$ cat config.mk
export PLATFORM = sky130hd
export DESIGN_NAME = spi_xcvr
export DESIGN_NICKNAME = d
export VERILOG_FILES = /design/src/rtl/spi_xcvr_pkg.sv /design/src/rtl/spi_xcvr_regs.sv /design/src/rtl/spi_xcvr_clk.sv /design/src/rtl/spi_xcvr_shift.sv /design/src/rtl/spi_xcvr.sv
export SDC_FILE = /design/constraint.sdc
export NUM_CORES = 1
export LEC_CHECK = 0
export CAP_MARGIN = 10
export CORE_AREA = 10 10 89 91
export DETAILED_ROUTE_END_ITERATION = 12
export DIE_AREA = 0 0 99 101
export DONT_BUFFER_PORTS = 1
export PLACE_DENSITY = 0.67
export SYNTH_ARGS = -nofsm -noshare
export SYNTH_HDL_FRONTEND = slang
export SYNTH_SLANG_ARGS = --single-unit
$ cat constraint.sdc
create_clock -name clk -period 5.4 [get_ports clk]
set_input_delay 0.81 -clock clk [delete_from_list [all_inputs] [get_ports clk]]
set_output_delay 0.81 -clock clk [all_outputs]
set_load 0.1 [all_outputs]
$ cat src/rtl/spi_xcvr_pkg.sv
package spi_xcvr_pkg;
  localparam int BAUD_W = 3;
  localparam logic [1:0] ADDR_CTRL = 2'd0;
  localparam logic [1:0] ADDR_STAT = 2'd1;
  localparam logic [1:0] ADDR_DATA = 2'd2;

  typedef struct packed {
    logic              edge_sel;
    logic              irq_en;
    logic              master;
    logic              ss_en;
    logic              rsv;
    logic [BAUD_W-1:0] baud;
  } ctrl_t;
endpackage

$ cat src/rtl/spi_xcvr_regs.sv
module spi_xcvr_regs
  import spi_xcvr_pkg::*;
#(
  parameter int DW = 8
) (
  input  logic              clk,
  input  logic              rst_n,
  input  logic              we,
  input  logic              re,
  input  logic [1:0]        addr,
  input  logic [DW-1:0]     wdata,
  output logic [DW-1:0]     rdata,
  input  logic              busy,
  input  logic              complete,
  input  logic [DW-1:0]     rx_word,
  output logic              tx_load,
  output logic [DW-1:0]     tx_word,
  output logic              edge_sel,
  output logic              master,
  output logic              ss_en,
  output logic [BAUD_W-1:0] baud,
  output logic              irq
);
  ctrl_t         ctrl_q, ctrl_n;
  logic [DW-1:0] rxbuf_q, rxbuf_n;
  logic          done_q, done_n;
  logic          ovf_q, ovf_n;
  logic          unread_q, unread_n;
  logic          wr_ctrl, wr_stat, wr_data, rd_data;

  assign wr_ctrl = we && (addr == ADDR_CTRL);
  assign wr_stat = we && (addr == ADDR_STAT);
  assign wr_data = we && (addr == ADDR_DATA);
  assign rd_data = re && (addr == ADDR_DATA);

  assign tx_load  = wr_data && !busy;
  assign tx_word  = wdata;
  assign edge_sel = ctrl_q.edge_sel;
  assign master   = ctrl_q.master;
  assign ss_en    = ctrl_q.ss_en;
  assign baud     = ctrl_q.baud;
  assign irq      = done_q && ctrl_q.irq_en;

  always_comb begin
    ctrl_n   = ctrl_q;
    rxbuf_n  = rxbuf_q;
    done_n   = done_q;
    ovf_n    = ovf_q;
    unread_n = unread_q;
    if (wr_ctrl) begin
      ctrl_n     = ctrl_t'(wdata[7:0]);
      ctrl_n.rsv = 1'b0;
    end
    if (wr_stat && wdata[1]) done_n = 1'b0;
    if (wr_stat && wdata[2]) ovf_n  = 1'b0;
    if (rd_data) unread_n = 1'b0;
    if (complete) begin
      done_n   = 1'b1;
      unread_n = 1'b1;
      rxbuf_n  = rx_word;
      if (unread_q && !rd_data) ovf_n = 1'b1;
    end
  end

  always_ff @(posedge clk or negedge rst_n) begin
    if (!rst_n) begin
      ctrl_q   <= '0;
      rxbuf_q  <= '0;
      done_q   <= 1'b0;
      ovf_q    <= 1'b0;
      unread_q <= 1'b0;
    end else begin
      ctrl_q   <= ctrl_n;
      rxbuf_q  <= rxbuf_n;
      done_q   <= done_n;
      ovf_q    <= ovf_n;
      unread_q <= unread_n;
    end
  end

  always_comb begin
    case (addr)
      ADDR_CTRL: rdata = DW'(ctrl_q);
      ADDR_STAT: rdata = DW'({ovf_q, done_q, busy});
      ADDR_DATA: rdata = rxbuf_q;
      default:   rdata = '0;
    endcase
  end

  // hardware set wins over a software clear in the same cycle
  a_r7_done_set: assert property (@(posedge clk) disable iff (!rst_n)
    complete |=> done_q);
  // completion over an unread byte raises overflow
  a_r9_ovf_set: assert property (@(posedge clk) disable iff (!rst_n)
    (complete && unread_q && !rd_data) |=> ovf_q);
  // receive data only moves on completion
  a_r10_rx_hold: assert property (@(posedge clk) disable iff (!rst_n)
    !complete |=> $stable(rxbuf_q));
endmodule

$ cat src/rtl/spi_xcvr_clk.sv
module spi_xcvr_clk
  import spi_xcvr_pkg::*;
#(
  parameter int DW = 8
) (
  input  logic              clk,
  input  logic              rst_n,
  input  logic              master,
  input  logic              ss_en,
  input  logic [BAUD_W-1:0] baud,
  input  logic              start,
  input  logic              run,
  input  logic              sck_i,
  input  logic              ss_n_i,
  input  logic              sdi,
  output logic              sck_o,
  output logic              rise,
  output logic              fall,
  output logic              sdi_bit,
  output logic              m_end
);
  localparam int DIV_W = (1 << BAUD_W) - 1;
  localparam int TOG_W = $clog2(2*DW+1);

  logic [DIV_W-1:0] div_q, div_n;
  logic [TOG_W-1:0] tog_q, tog_n;
  logic             sck_q, sck_n;
  logic [DIV_W:0]   half;
  logic             tick, m_rise, m_fall;
  logic [2:0]       sck_sy;
  logic [1:0]       sdi_sy, ss_sy;
  logic             s_rise, s_fall, gate_open;

  // master clock generator
  assign half   = (DIV_W+1)'(1) << baud;
  assign tick   = master && run && ({1'b0, div_q} == half - 1'b1);
  assign m_rise = tick && !sck_q;
  assign m_fall = tick && sck_q;
  assign m_end  = tick && (tog_q == TOG_W'(2*DW-1));
  assign sck_o  = sck_q;

  always_comb begin
    div_n = div_q;
    tog_n = tog_q;
    sck_n = sck_q;
    if (start) begin
      div_n = '0;
      tog_n = '0;
      sck_n = 1'b0;
    end else if (master && run) begin
      if (tick) begin
        div_n = '0;
        sck_n = ~sck_q;
        tog_n = tog_q + 1'b1;
      end else begin
        div_n = div_q + 1'b1;
      end
    end
  end

  always_ff @(posedge clk or negedge rst_n) begin
    if (!rst_n) begin
      div_q <= '0;
      tog_q <= '0;
      sck_q <= 1'b0;
    end else begin
      div_q <= div_n;
      tog_q <= tog_n;
      sck_q <= sck_n;
    end
  end

  // slave input synchronisers
  always_ff @(posedge clk or negedge rst_n) begin
    if (!rst_n) begin
      sck_sy <= '0;
      sdi_sy <= '0;
      ss_sy  <= '1;
    end else begin
      sck_sy <= {sck_sy[1:0], sck_i};
      sdi_sy <= {sdi_sy[0], sdi};
      ss_sy  <= {ss_sy[0], ss_n_i};
    end
  end

  assign s_rise    = sck_sy[1] && !sck_sy[2];
  assign s_fall    = !sck_sy[1] && sck_sy[2];
  assign gate_open = !ss_en || !ss_sy[1];

  assign rise    = master ? m_rise : (run && gate_open && s_rise);
  assign fall    = master ? m_fall : (run && gate_open && s_fall);
  assign sdi_bit = master ? sdi : sdi_sy[1];

  // serial clock idles low
  a_r2_sck_idle: assert property (@(posedge clk) disable iff (!rst_n)
    !run |-> !sck_q);
  // gated slave sees no edges while select is high
  a_r6_gate: assert property (@(posedge clk) disable iff (!rst_n)
    (!master && ss_en && ss_sy[1]) |-> !(rise || fall));
endmodule

$ cat src/rtl/spi_xcvr_shift.sv
module spi_xcvr_shift #(
  parameter int DW = 8
) (
  input  logic          clk,
  input  logic          rst_n,
  input  logic          start,
  input  logic [DW-1:0] tx_word,
  input  logic          edge_sel,
  input  logic          master,
  input  logic          rise,
  input  logic          fall,
  input  logic          sdi_bit,
  input  logic          m_end,
  output logic          run,
  output logic          sdo,
  output logic          complete,
  output logic [DW-1:0] rx_word
);
  localparam int CNT_W = $clog2(DW+1);

  logic [CNT_W-1:0] cnt_q, cnt_n;
  logic [DW-1:0]    tx_q, tx_n, rx_q, rx_n;
  logic             run_q, run_n;
  logic             sample, shift, take;

  assign sample   = edge_sel ? fall : rise;
  assign shift    = edge_sel ? rise : fall;
  assign take     = run_q && sample && (cnt_q < CNT_W'(DW));
  assign complete = run_q && (master ? m_end : (take && cnt_q == CNT_W'(DW-1)));
  assign rx_word  = take ? {rx_q[DW-2:0], sdi_bit} : rx_q;
  assign run      = run_q;
  assign sdo      = tx_q[DW-1];

  always_comb begin
    cnt_n = cnt_q;
    tx_n  = tx_q;
    rx_n  = rx_q;
    run_n = run_q;
    if (start) begin
      run_n = 1'b1;
      tx_n  = tx_word;
      rx_n  = '0;
      cnt_n = '0;
    end else if (run_q) begin
      if (take) begin
        rx_n  = {rx_q[DW-2:0], sdi_bit};
        cnt_n = cnt_q + 1'b1;
      end
      if (shift && cnt_q != '0) tx_n = {tx_q[DW-2:0], 1'b0};
      if (complete) run_n = 1'b0;
    end
  end

  always_ff @(posedge clk or negedge rst_n) begin
    if (!rst_n) begin
      cnt_q <= '0;
      tx_q  <= '0;
      rx_q  <= '0;
      run_q <= 1'b0;
    end else begin
      cnt_q <= cnt_n;
      tx_q  <= tx_n;
      rx_q  <= rx_n;
      run_q <= run_n;
    end
  end

  // no new load is accepted while a transfer runs
  a_r8_no_restart: assert property (@(posedge clk) disable iff (!rst_n)
    run_q |-> !start);
  // a transfer ends only with a full byte taken
  a_r10_full_byte: assert property (@(posedge clk) disable iff (!rst_n)
    complete |-> (cnt_q == CNT_W'(DW) || (take && cnt_q == CNT_W'(DW-1))));
endmodule

$ cat src/rtl/spi_xcvr.sv
module spi_xcvr
  import spi_xcvr_pkg::*;
#(
  parameter int DW = 8
) (
  input  logic          clk,
  input  logic          rst_n,
  input  logic          reg_we,
  input  logic          reg_re,
  input  logic [1:0]    reg_addr,
  input  logic [DW-1:0] reg_wdata,
  output logic [DW-1:0] reg_rdata,
  output logic          irq,
  input  logic          sck_i,
  output logic          sck_o,
  input  logic          ss_n_i,
  input  logic          sdi,
  output logic          sdo
);
  logic [1:0]        rst_sy;
  logic              rst_ni;
  logic              run, complete, tx_load;
  logic [DW-1:0]     rx_word, tx_word;
  logic              edge_sel, master, ss_en;
  logic [BAUD_W-1:0] baud;
  logic              rise, fall, sdi_bit, m_end;

  always_ff @(posedge clk or negedge rst_n) begin
    if (!rst_n) rst_sy <= '0;
    else        rst_sy <= {rst_sy[0], 1'b1};
  end
  assign rst_ni = rst_sy[1];

  spi_xcvr_regs #(.DW(DW)) u_regs (
    .clk(clk), .rst_n(rst_ni), .we(reg_we), .re(reg_re), .addr(reg_addr),
    .wdata(reg_wdata), .rdata(reg_rdata), .busy(run), .complete(complete),
    .rx_word(rx_word), .tx_load(tx_load), .tx_word(tx_word),
    .edge_sel(edge_sel), .master(master), .ss_en(ss_en), .baud(baud), .irq(irq)
  );

  spi_xcvr_clk #(.DW(DW)) u_clk (
    .clk(clk), .rst_n(rst_ni), .master(master), .ss_en(ss_en), .baud(baud),
    .start(tx_load), .run(run), .sck_i(sck_i), .ss_n_i(ss_n_i), .sdi(sdi),
    .sck_o(sck_o), .rise(rise), .fall(fall), .sdi_bit(sdi_bit), .m_end(m_end)
  );

  spi_xcvr_shift #(.DW(DW)) u_shift (
    .clk(clk), .rst_n(rst_ni), .start(tx_load), .tx_word(tx_word),
    .edge_sel(edge_sel), .master(master), .rise(rise), .fall(fall),
    .sdi_bit(sdi_bit), .m_end(m_end), .run(run), .sdo(sdo),
    .complete(complete), .rx_word(rx_word)
  );
endmodule

* Word-level counts from Yosys, hierarchy flattened
Cells that the tools add are included.
** Cells by class
- Add/subtract/negate cells :: 4
- Magnitude comparators :: 1
- Equal/unequal tests :: 5
- Shift-type cells :: 1
- Muxes and demuxes :: 35
- Bitwise operators :: 1
- Reduce and logical (&&, ||, !) cells :: 44
** Operators with widths (number)
- 2-to-1 mux 8 bit :: 6
- logical AND 1 bit :: 24
- case mux 8 bit (3 select lines) :: 1
- 2-to-1 mux 7 bit :: 3
- 2-to-1 mux 1 bit :: 19
- 2-to-1 mux 5 bit :: 3
- nonzero test 2 bit :: 7
- 2-to-1 mux 4 bit :: 3
- equality test 7 x 8 -> 1 bit :: 1
- left shift 1 x 3 -> 8 bit, first input constant :: 1
- subtractor 8 x 1 -> 8 bit, second input constant :: 1
- adder 7 x 1 -> 7 bit, second input constant :: 1
- zero test 1 bit :: 7
- AND reduction 2 bit :: 3
- adder 5 x 1 -> 5 bit, second input constant :: 1
- equality test 5 x 4 -> 1 bit, second input constant :: 1
- adder 4 x 1 -> 4 bit, second input constant :: 1
- equality test 4 x 3 -> 1 bit, second input constant :: 1
- less-than comparator 4 bit, second input constant :: 1
- nonzero test 4 bit :: 1
- equality test 2 x 1 -> 1 bit, second input constant :: 1
- equality test 2 bit, second input constant :: 1
- zero test 2 bit :: 1
- logical OR 1 bit :: 1
- NOT 1 bit :: 1
** Word-level totals
- Bits in registers :: 61
- Output and inout bits :: 11

* Depth between registers and ports, before layout
Gate-level depths: netlist of the first run.
- Word-level depth :: 15
- Gate-level depth with buffers :: 8

* Cells and area by module
From an unflattened synthesis of the first run, not the netlist that was laid out.
** Unflattened totals
- Cells, all modules :: 303
- Area total of the unflattened synthesis :: 3390.8 um2
** By module, submodules not included
- spi_xcvr_shift :: times used 1, cells an instance 112, area an instance 1222.4 um2, seq. area each 525.5 um2
- spi_xcvr_clk :: times used 1, cells an instance 116, area an instance 1183.6 um2, seq. area each 503.0 um2
- spi_xcvr_regs :: times used 1, cells an instance 72, area an instance 930.9 um2, seq. area each 450.4 um2
- spi_xcvr :: times used 1, cells an instance 3, area an instance 53.8 um2, seq. area each 50.0 um2

* Worst setup path after synthesis of the first run
OpenSTA, ideal clock, no wires.
- Path kind :: input to output
- Start point :: input port reg_addr[1]
- End point :: output port reg_rdata[0]
- Arrival :: 3418 ps
- Data required time :: 4590 ps
- Path slack :: 1172 ps
- Cell stages on the path :: 3
- Buffers on the path :: 1
- Cell sequence :: clkbuf_1 > mux2i_1 > o21ai_0
** On the way
- Longest elaborated chain between the ends :: 2
- Elaborated cells on any way between the ends :: 4
- Those cells by class :: eq/ne: 2; mux: 1; reduce/logical: 1
** Ends and longest elaborated chain
- start, declared :: line spi_xcvr.sv:10 : input logic [1:0] reg_addr,
- equality test 2 bit (tied with other cells) :: line spi_xcvr_regs.sv:82 : case (addr)
- case mux 8 bit (3 select lines) * :: line spi_xcvr_regs.sv:82
- end, declared :: line spi_xcvr.sv:12 : output logic [DW-1:0] reg_rdata,
Every way passes the cells marked *; elsewhere a longest branch is shown, timed or not.

* Final worst setup path of the first run
- Start point :: register u_regs.ctrl_q (netlist bit u_regs.baud[1])
- End point :: register u_regs.rxbuf_q[2]
** On the way
- Longest elaborated chain between the ends :: 12
- Elaborated cells on any way between the ends :: 16
- Those cells by class :: add/sub: 1; eq/ne: 1; shift: 1; mux: 5; reduce/logical: 8
** Ends and longest elaborated chain
- start, declared :: line spi_xcvr_regs.sv:24 : ctrl_t ctrl_q, ctrl_n;
- start signal, assigned :: line spi_xcvr_regs.sv:73 : ctrl_q <= ctrl_n;
- left shift 1 x 3 -> 8 bit * :: line spi_xcvr_clk.sv:35 : assign half = (DIV_W+1)'(1) << baud;
- subtractor 8 x 1 -> 8 bit * :: line spi_xcvr_clk.sv:36 : assign tick = master && run && ({1'b0, div_q} == half - 1'b1);
- equality test 7 x 8 -> 1 bit * :: line spi_xcvr_clk.sv:36
- logical AND 1 bit * :: line spi_xcvr_clk.sv:36
- logical AND 1 bit (on tied branches) :: line spi_xcvr_clk.sv:37, spi_xcvr_clk.sv:38
- 2-to-1 mux 1 bit (on tied branches) :: line spi_xcvr_clk.sv:90, spi_xcvr_clk.sv:91
- 2-to-1 mux 1 bit :: line spi_xcvr_shift.sv:26 : assign sample = edge_sel ? fall : rise;
- logical AND 1 bit (2 in a row) :: line spi_xcvr_shift.sv:28 : assign take = run_q && sample && (cnt_q < CNT_W'(DW));
- logical AND 1 bit :: line spi_xcvr_shift.sv:29 : assign complete = run_q && (master ? m_end : (take && cnt_q == CNT_W'(DW-1)));
- 2-to-1 mux 1 bit :: line spi_xcvr_shift.sv:29
- logical AND 1 bit :: line spi_xcvr_shift.sv:29
- end signal, assigned :: line spi_xcvr_regs.sv:74 : rxbuf_q <= rxbuf_n;
- end, declared :: line spi_xcvr_regs.sv:25 : logic [DW-1:0] rxbuf_q, rxbuf_n;
Marks and branches as above.
A chain may end at the register's enable or synchronous reset.

==> results of run 1 <==
## power breakdown
| group | internal [mW] | switching [mW] | total [mW] | leakage [nW] |
|---|---|---|---|---|
| combinational | 0.200 | 0.274 | 0.474 | 0.666 |
| sequential | 0.570 | 0.187 | 0.756 | 0.776 |
| clock | 0.238 | 0.168 | 0.406 | 0.101 |
## synthesized netlist by cell type (all sizes together), types with 2 or more instances
cell,n
nand4b,3
or3,2
nand2,25
mux2i,9
o41ai,2
a21oi,7
dfstp,2
clkbuf,13
nor4,2
xnor2,9
inv,7
xor2,3
ha,5
nor2,31
o31ai,9
buf,3
mux2,23
nor2b,5
nor3,5
nand3b,2
nand3,5
a31oi,7
a22o,8
nand4,8
o21ai,10
a41oi,2
dfrtp,59
a21o,3
and2,4
## area by class of cell
cell class                      instances  area, sq um
Clock buffer                           14          163
Clock inverter                          2         35.0
Fill cell                             529         2750
Inverter                                7         26.3
Multi-Input combinational cell        214         1590
Sequential cell                        61         1530
Tap cell                               77         96.3
Timing Repair Buffer                    2         15.0
## worst max-delay path, delay by kind of cell (launching register included)
family           cells  cell delay, ns
AND/OR/NAND/NOR      1            0.60
AO/OA/AOI/OAI        3            1.40
flip-flops           1            0.54
multiplexers         2            0.70
## kinds of logic after synthesis
family	Yosys count
buf+inv	23
other cells	1
xor+xnor	12
mux	32
fa+ha+maj	5
simple gates	98
compound gates	66
flops	61
## sequential cells by signal (all words and copies together) (netlist names), 3 cells and up
| name | cells |
|---|---|
| u_regs.baud | 3 |
| u_shift.rx_q | 8 |
| u_shift.cnt_q | 4 |
| u_clk.tog_q | 5 |
| u_regs.rxbuf_q | 8 |
| u_clk.sck_sy | 3 |
| u_clk.div_q | 7 |
| u_shift.tx_q | 8 |
## worst max path at each step
| stage | startpoint | end | slack, ns | cells past startpoint |
|---|---|---|---|---|
| 2_1_floorplan | reg_addr[1] | reg_rdata[0] | 1.17 | 3 |
| 3_3_place_gp | u_regs.baud[1] | u_regs.rxbuf_q[2] | 2.12 | 6 |
| 3_5_place_dp | u_regs.baud[1] | u_regs.rxbuf_q[2] | 2.07 | 6 |
| 4_1_cts | u_regs.baud[1] | u_regs.rxbuf_q[2] | 2.06 | 6 |
| 5_1_grt | u_regs.baud[1] | u_regs.rxbuf_q[0] | 1.93 | 6 |
| 6_report | u_regs.baud[1] | u_regs.rxbuf_q[2] | 2.06 | 6 |
## stage by stage
step	hold WS [ns]	setup WS (ns)	total power, mW	area, sq um
after detailed placement	0.338	2.07	1.24	3260
after floorplan	0.331	1.17	1.15	3210
final	0.169	2.06	1.64	3460
after global routing	0.150	1.93	1.74	3460
after global placement	0.334	2.12	1.23	3260
after CTS	0.156	2.06	1.65	3460
## layer usage
layer  vias up  part of all wire, %  GRT usage, %  wire length (microns)
met2        40                   49          22.2                   3350
met3        14                  3.3          2.88                    224
met4         0                  2.5          8.49                    172
met5         -                    0             0                      0
met1      1090                   45          17.1                   3090
li1       1084                    -             -                      -
## cell usage in the layout (no fill, tap or decap), types with 3 or more instances in the layout
cell type and n:
dfrtp_1 58, nor2_1 27, nand2_1 25, mux2_2 13, clkbuf_8 11, mux2i_1 9
o31ai_1 9, xnor2_1 9, nand4_1 8, a22o_1 8, inv_1 7, a31oi_1 7
o21ai_0 6, a21oi_1 6, nor2b_1 5, nand3_1 5, mux2_4 5, mux2_1 5
ha_1 5, nor2_2 4, and2_1 4, nor3_1 4, o21ai_2 3, xor2_1 3
nand4b_1 3, a21o_1 3, clkbuf_1 3
==> impl_results.md, run 1 <==
- Status: finished clean
- Yosys warns: 0
- Max Clock Skew: 0.00746 ns
- Post-synthesis net count: 320
- Vias in the first global route: 2175
- FF-to-FF End: u_regs.rxbuf_q[2]
- Hold Crit Class: in -> async
- WL final: 6.84 mm
- Die width: 99 microns
- R2R Setup Slk: 2.06 ns
- Cells after Synth: 298
- Headroom to the max-slew limit: 26.4%
- CTS Hold Bufs: 0
- Tot GR Track Use: 14.0%
- Max capacitance violation total: 0
- CTS Buf Count: 9
- H-tree depth: 3
- Synth area leader: dfrtp_1
- Setup violators final: 0
- Main combinational cell family by area after synthesis: compound AO/OA/AOI/OAI gates
- Core Area: 6200 sq um
- Worst skew pair latency: 0.33 ns
- I/O pins: 28
- Worst Tran Pin Value: 1.10 ns
- GRT Residual Overflow: 0
- Critical path's slowest cell: o41ai_4
- Area contributors post-synth: dfrtp_1 46%, mux2_2 4.6%, nor2_1 3.6%, nand2_1 2.9%, mux2i_1 2.8%
- Final core occ: 55.8%
- Initial DRC count: 168
- Setup TNS: 0 ns
- Final period util: 61.9%
- # nets final: 317
- Xor-xnor portion of the synthesized cell area: 3.28%
- Ratio of cells with drive above 1 in the final layout: 17.3%
- TritonCTS clock tree: built
- Worst-path clk slew: 0.06 ns
- Worst path cell trace: or4_4, a21oi_2, a21bo_4, o41ai_4, mux2_2, mux2_2
- Synth Area in Adders: 1.95%
- Die ar.: 10000 sq um
- Rows: 29
- Largest net degree at the start of global routing: 60
- Area delta synth->final: 7.88%
- Synth unique cells: 60
- WL/cell: 18.1 microns
- Main synth FF type: dfrtp_1
- Mux cell area share after synthesis: 11.5%
- Slowest cell delay on critical path: 0.94 ns
- Worst Reg-to-Reg Cells: 6
- Initial antenna violation count: 0
- Pleak: 1.54 nW
- Startpoint class of the critical path: flip-flop
- Yosys top cell area share: 46.0%
- Fin crit period: 3.34 ns
- Max clock buf depth: 2
- CP Max Fanout: 16
- Number of enable flip-flop cells after synthesis: 0
- Final Hold Viols: 0
- Pre-Repair DR Iteration Count: 4
- Most common cell on crit path: mux2_2
- Post-Place Cells: 361
- Pwr Density: 473 nW/um^2
- First-pass GRT wire length: 11.2 mm
- Root Driver: clkbuf_8
- Finished Layout Cells: 377
- RSZ-0062 raised after global routing: false
- Clk sinks: 61
- FMAX: 299 MHz
- Die boundary height: 101 microns
- Final slew viol count: 0
- Mapped Area: 3210 sq um
- Post-synthesis compound-gate area fraction: 16.9%
- CP arrival: 3.56 ns
- Residual DRC count: 0
- DP HPWL: 4.78 mm
- Post_cts resized: 0
- Post-CTS Setup Repair Bufs: 0
- Synth Register Bits: 61
- DRT antenna net count: 0
- # diodes: 0
- Drt via density: 5.91
- Critical Path End Type: flip-flop
- Sequential area share after synthesis: 47.7%
- Input/output buffers: 0
- DR vias: 2228
- Worst r2r src: u_regs.baud[1]
- Simple-gate share of the synthesized area: 15.4%
- VDD IR-drop max: 243 uV
- Crit Path Class: reg -> reg
- Starting density of the core: 51.7%
- Avg Inst Size Synth: 10.8 sq um
- FFs w/ async S/R, synth: 100%
- Required time of the critical path: 5.62 ns
- GPL Wtd Cong: 0.912
No activity file was read; power rests on OpenSTA's default activity.
==> inputs of run 2 (changes only) <==
==> constraint.sdc (replaced) <==
create_clock -name clk -period 3.3 [get_ports clk]
set_input_delay 0.495 -clock clk [delete_from_list [all_inputs] [get_ports clk]]
set_output_delay 0.495 -clock clk [all_outputs]
set_load 0.1 [all_outputs]
==> run 2 against run 1 <==
  * Combinational power is 83% higher
  * Sequential share of layout area fell by 1.4 points
  * Core utilization increased by 1.9 points
  * Power grew 67%
  * Register-to-register slack worse by 1.6 ns
  * Critical path depth increased by 1
  * Non-clock buffer count rose by 15
  * Cell count rose by 4.0%
  * Die area unchanged
  * Worst hold slack got worse by 0.014 ns
  * Sequential cell count unchanged
==> impl_results.md, run 2 (same netlist as run 1, synthesis figures left out) <==
- Status: finished clean (unchanged)
- CP arrival: 3.11 ns (was 3.56 ns)
- Headroom to the max-slew limit: 35.7% (was 26.4%)
- RSZ-0062 raised after global routing: false (unchanged)
- Required time of the critical path: 3.52 ns (was 5.62 ns)
- WL/cell: 18.6 microns (was 18.1 microns)
- H-tree depth: 3 (unchanged)
- Cell family with most CP delay: compound AO/OA/AOI/OAI gates (unchanged)
- Most common cell after layout, fill and taps aside: dfrtp_1 (unchanged)
- Input/output buffers: 0 (unchanged)
- CP Max Fanout: 13 (was 16)
- Pleak: 1.62 nW (was 1.54 nW)
- Largest regs: u_regs.rxbuf_q (8), u_shift.rx_q (8), u_shift.tx_q (8) (unchanged)
- Worst path cell trace: or4_4, a21oi_2, a21bo_4, o41ai_4, buf_4, mux2_2, mux2_2 (was or4_4, a21oi_2, a21bo_4, o41ai_4, mux2_2, mux2_2)
- Final hold slack: 0.156 ns (was 0.169 ns)
- Met3 usage: 4.18% (was 2.88%)
- # diodes: 0 (unchanged)
- Critical path's slowest cell: or4_4 (was o41ai_4)
- M1 GR Usage: 19.2% (was 17.1%)
- Residual DRC count: 0 (unchanged)
- Post-route cell area: 3570 sq um (was 3460 sq um)
- Rows: 29 (unchanged)
- Max clock buf depth: 2 (unchanged)
- GRT Residual Overflow: 0 (unchanged)
- Most frequent cells in the layout: 58 x dfrtp_1, 27 x nor2_1, 25 x nand2_1 (unchanged)
- Hold Crit Class: in -> reg (was in -> async)
- GPL Wtd Cong: 0.870 (was 0.912)
- Setup violators final: 0 (unchanged)
- DRT antenna net count: 0 (unchanged)
- Slowest cell delay on critical path: 0.53 ns (was 0.94 ns)
- Die ar.: 10000 sq um (unchanged)
- # nets final: 332 (was 317)
- Crit Path Class: reg -> reg (unchanged)
- Busiest layer in global routing: met2 (unchanged)
- Setup Slack @ Placement: 0.442 ns (was 2.07 ns)
- Post_cts resized: 0 (unchanged)
- Pre-Repair DR Iteration Count: 4 (unchanged)
- Ratio of cells with drive above 1 in the final layout: 21.0% (was 17.3%)
- Fin crit period: 2.88 ns (was 3.34 ns)
- Worst-path clk slew: 0.07 ns (was 0.06 ns)
- Vias in the first global route: 2183 (was 2175)
- Root Driver: clkbuf_8 (unchanged)
- Final period util: 87.4% (was 61.9%)
- Tot GR Track Use: 15.0% (was 14.0%)
- Core Area: 6200 sq um (unchanged)
- DP HPWL: 5.13 mm (was 4.78 mm)
- Pwr Density: 762 nW/um^2 (was 473 nW/um^2)
- Startpoint class of the critical path: flip-flop (unchanged)
- Drt via density: 5.85 (was 5.91)
- Die boundary height: 101 microns (unchanged)
- Initial antenna violation count: 0 (unchanged)
- Clk sinks: 61 (unchanged)
- Worst Path Buf+Inv: 1 (was 0)
- Largest net degree at the start of global routing: 40 (was 60)
- Critical Path End Type: flip-flop (unchanged)
- CTS Buf Count: 9 (unchanged)
- Final slew viol count: 0 (unchanged)
- FMAX: 347 MHz (was 299 MHz)
- WL final: 7.27 mm (was 6.84 mm)
- Initial DRC count: 208 (was 168)
- Met2 GRT Util: 22.6% (was 22.2%)
- Area delta synth->final: 11.5% (was 7.88%)
- VDD IR-drop max: 624 uV (was 243 uV)
- Final Hold Viols: 0 (unchanged)
- Setup TNS: 0 ns (unchanged)
- Max Clock Skew: 0.0102 ns (was 0.00746 ns)
- Die width: 99 microns (unchanged)
- Placed Area: 3370 sq um (was 3260 sq um)
- Setup ws final: 0.416 ns (was 2.06 ns)
- DR vias: 2293 (was 2228)
- Max capacitance violation total: 0 (unchanged)
- TritonCTS clock tree: built (unchanged)
- Worst Tran Pin Value: 0.972 ns (was 1.10 ns)
- Starting density of the core: 51.7% (unchanged)
- I/O pins: 28 (unchanged)
- Most common cell on crit path: mux2_2 (unchanged)
- Worst skew pair latency: 0.34 ns (was 0.33 ns)
- First-pass GRT wire length: 11.9 mm (was 11.2 mm)
-- run 2: cell count changes in the layout (fill, tap and decap cells not counted) --
| cell | before | now |
|---|---|---|
| dlygate4sd3_1 | 0 | 1 |
| buf_4 | 2 | 16 |
-- run 2: worst reg2reg max path, stage by stage, from the launching register on --
cell and delay [ns]:
dfrtp_1 0.51, or4_4 0.53, a21oi_2 0.18, a21bo_4 0.29, o41ai_4 0.33, buf_4 0.28
mux2_2 0.38, mux2_2 0.27
-- run 2: repair_timing --
action | in CTS | in global routing
hold endpoints to repair | 2 | 0
hold buffers | 1 | 0
buffers inserted | 0 | 0
-- run 2: where the power goes --
group	total (mW)	internal [mW]	leakage (nW)	switching, mW
Clock	0.678	0.390	0.101	0.288
Combinational	0.867	0.352	0.743	0.515
Sequential	1.18	0.933	0.776	0.248
-- run 2: cell type report --
cell class / count / area [sq um]
clock buffer: 14 / 163
clock inverter: 2 / 35.0
fill: 508 / 2630
inverter: 7 / 26.3
multi-input combinational: 214 / 1590
sequential: 61 / 1530
tap: 77 / 96.3
timing repair buffer: 17 / 130
-- run 2: final timing paths --
| check | startpoint | end | slack (ns) | cells after the start |
|---|---|---|---|---|
| worst max-delay path | u_regs.baud[2] | u_regs.rxbuf_q[1] | 0.42 | 7 |
| min in group asynchronous | rst_n | rst_sy[0] | 0.38 | 1 |
| max in group asynchronous | rst_sy[1] | u_clk.tog_q[0] | 2.13 | 1 |
| worst max register to register | u_regs.baud[2] | u_regs.rxbuf_q[1] | 0.42 | 7 |
| worst min-delay path | ss_n_i | u_clk.ss_sy[0] | 0.16 | 0 |
| worst min register to register | rst_sy[0] | rst_sy[1] | 0.35 | 0 |
-- run 2: stage by stage --
step / cells / util [%] / total power [mW]
6_report: 392 / 57.6 / 2.73
3_3_place_gp: 375 / 54.3 / 2.03
5_1_grt: 392 / 57.6 / 2.90
2_1_floorplan: 298 / - / 1.88
4_1_cts: 392 / 57.6 / 2.74
3_5_place_dp: 375 / 54.3 / 2.06
-- run 2: layer usage --
| layer | vias up | part of all wire, % |
|---|---|---|
| met3 | 13 | 5.1 |
| met1 | 1113 | 44 |
| met5 | - | 0 |
| li1 | 1119 | - |
| met2 | 48 | 49 |
| met4 | 0 | 2.0 |
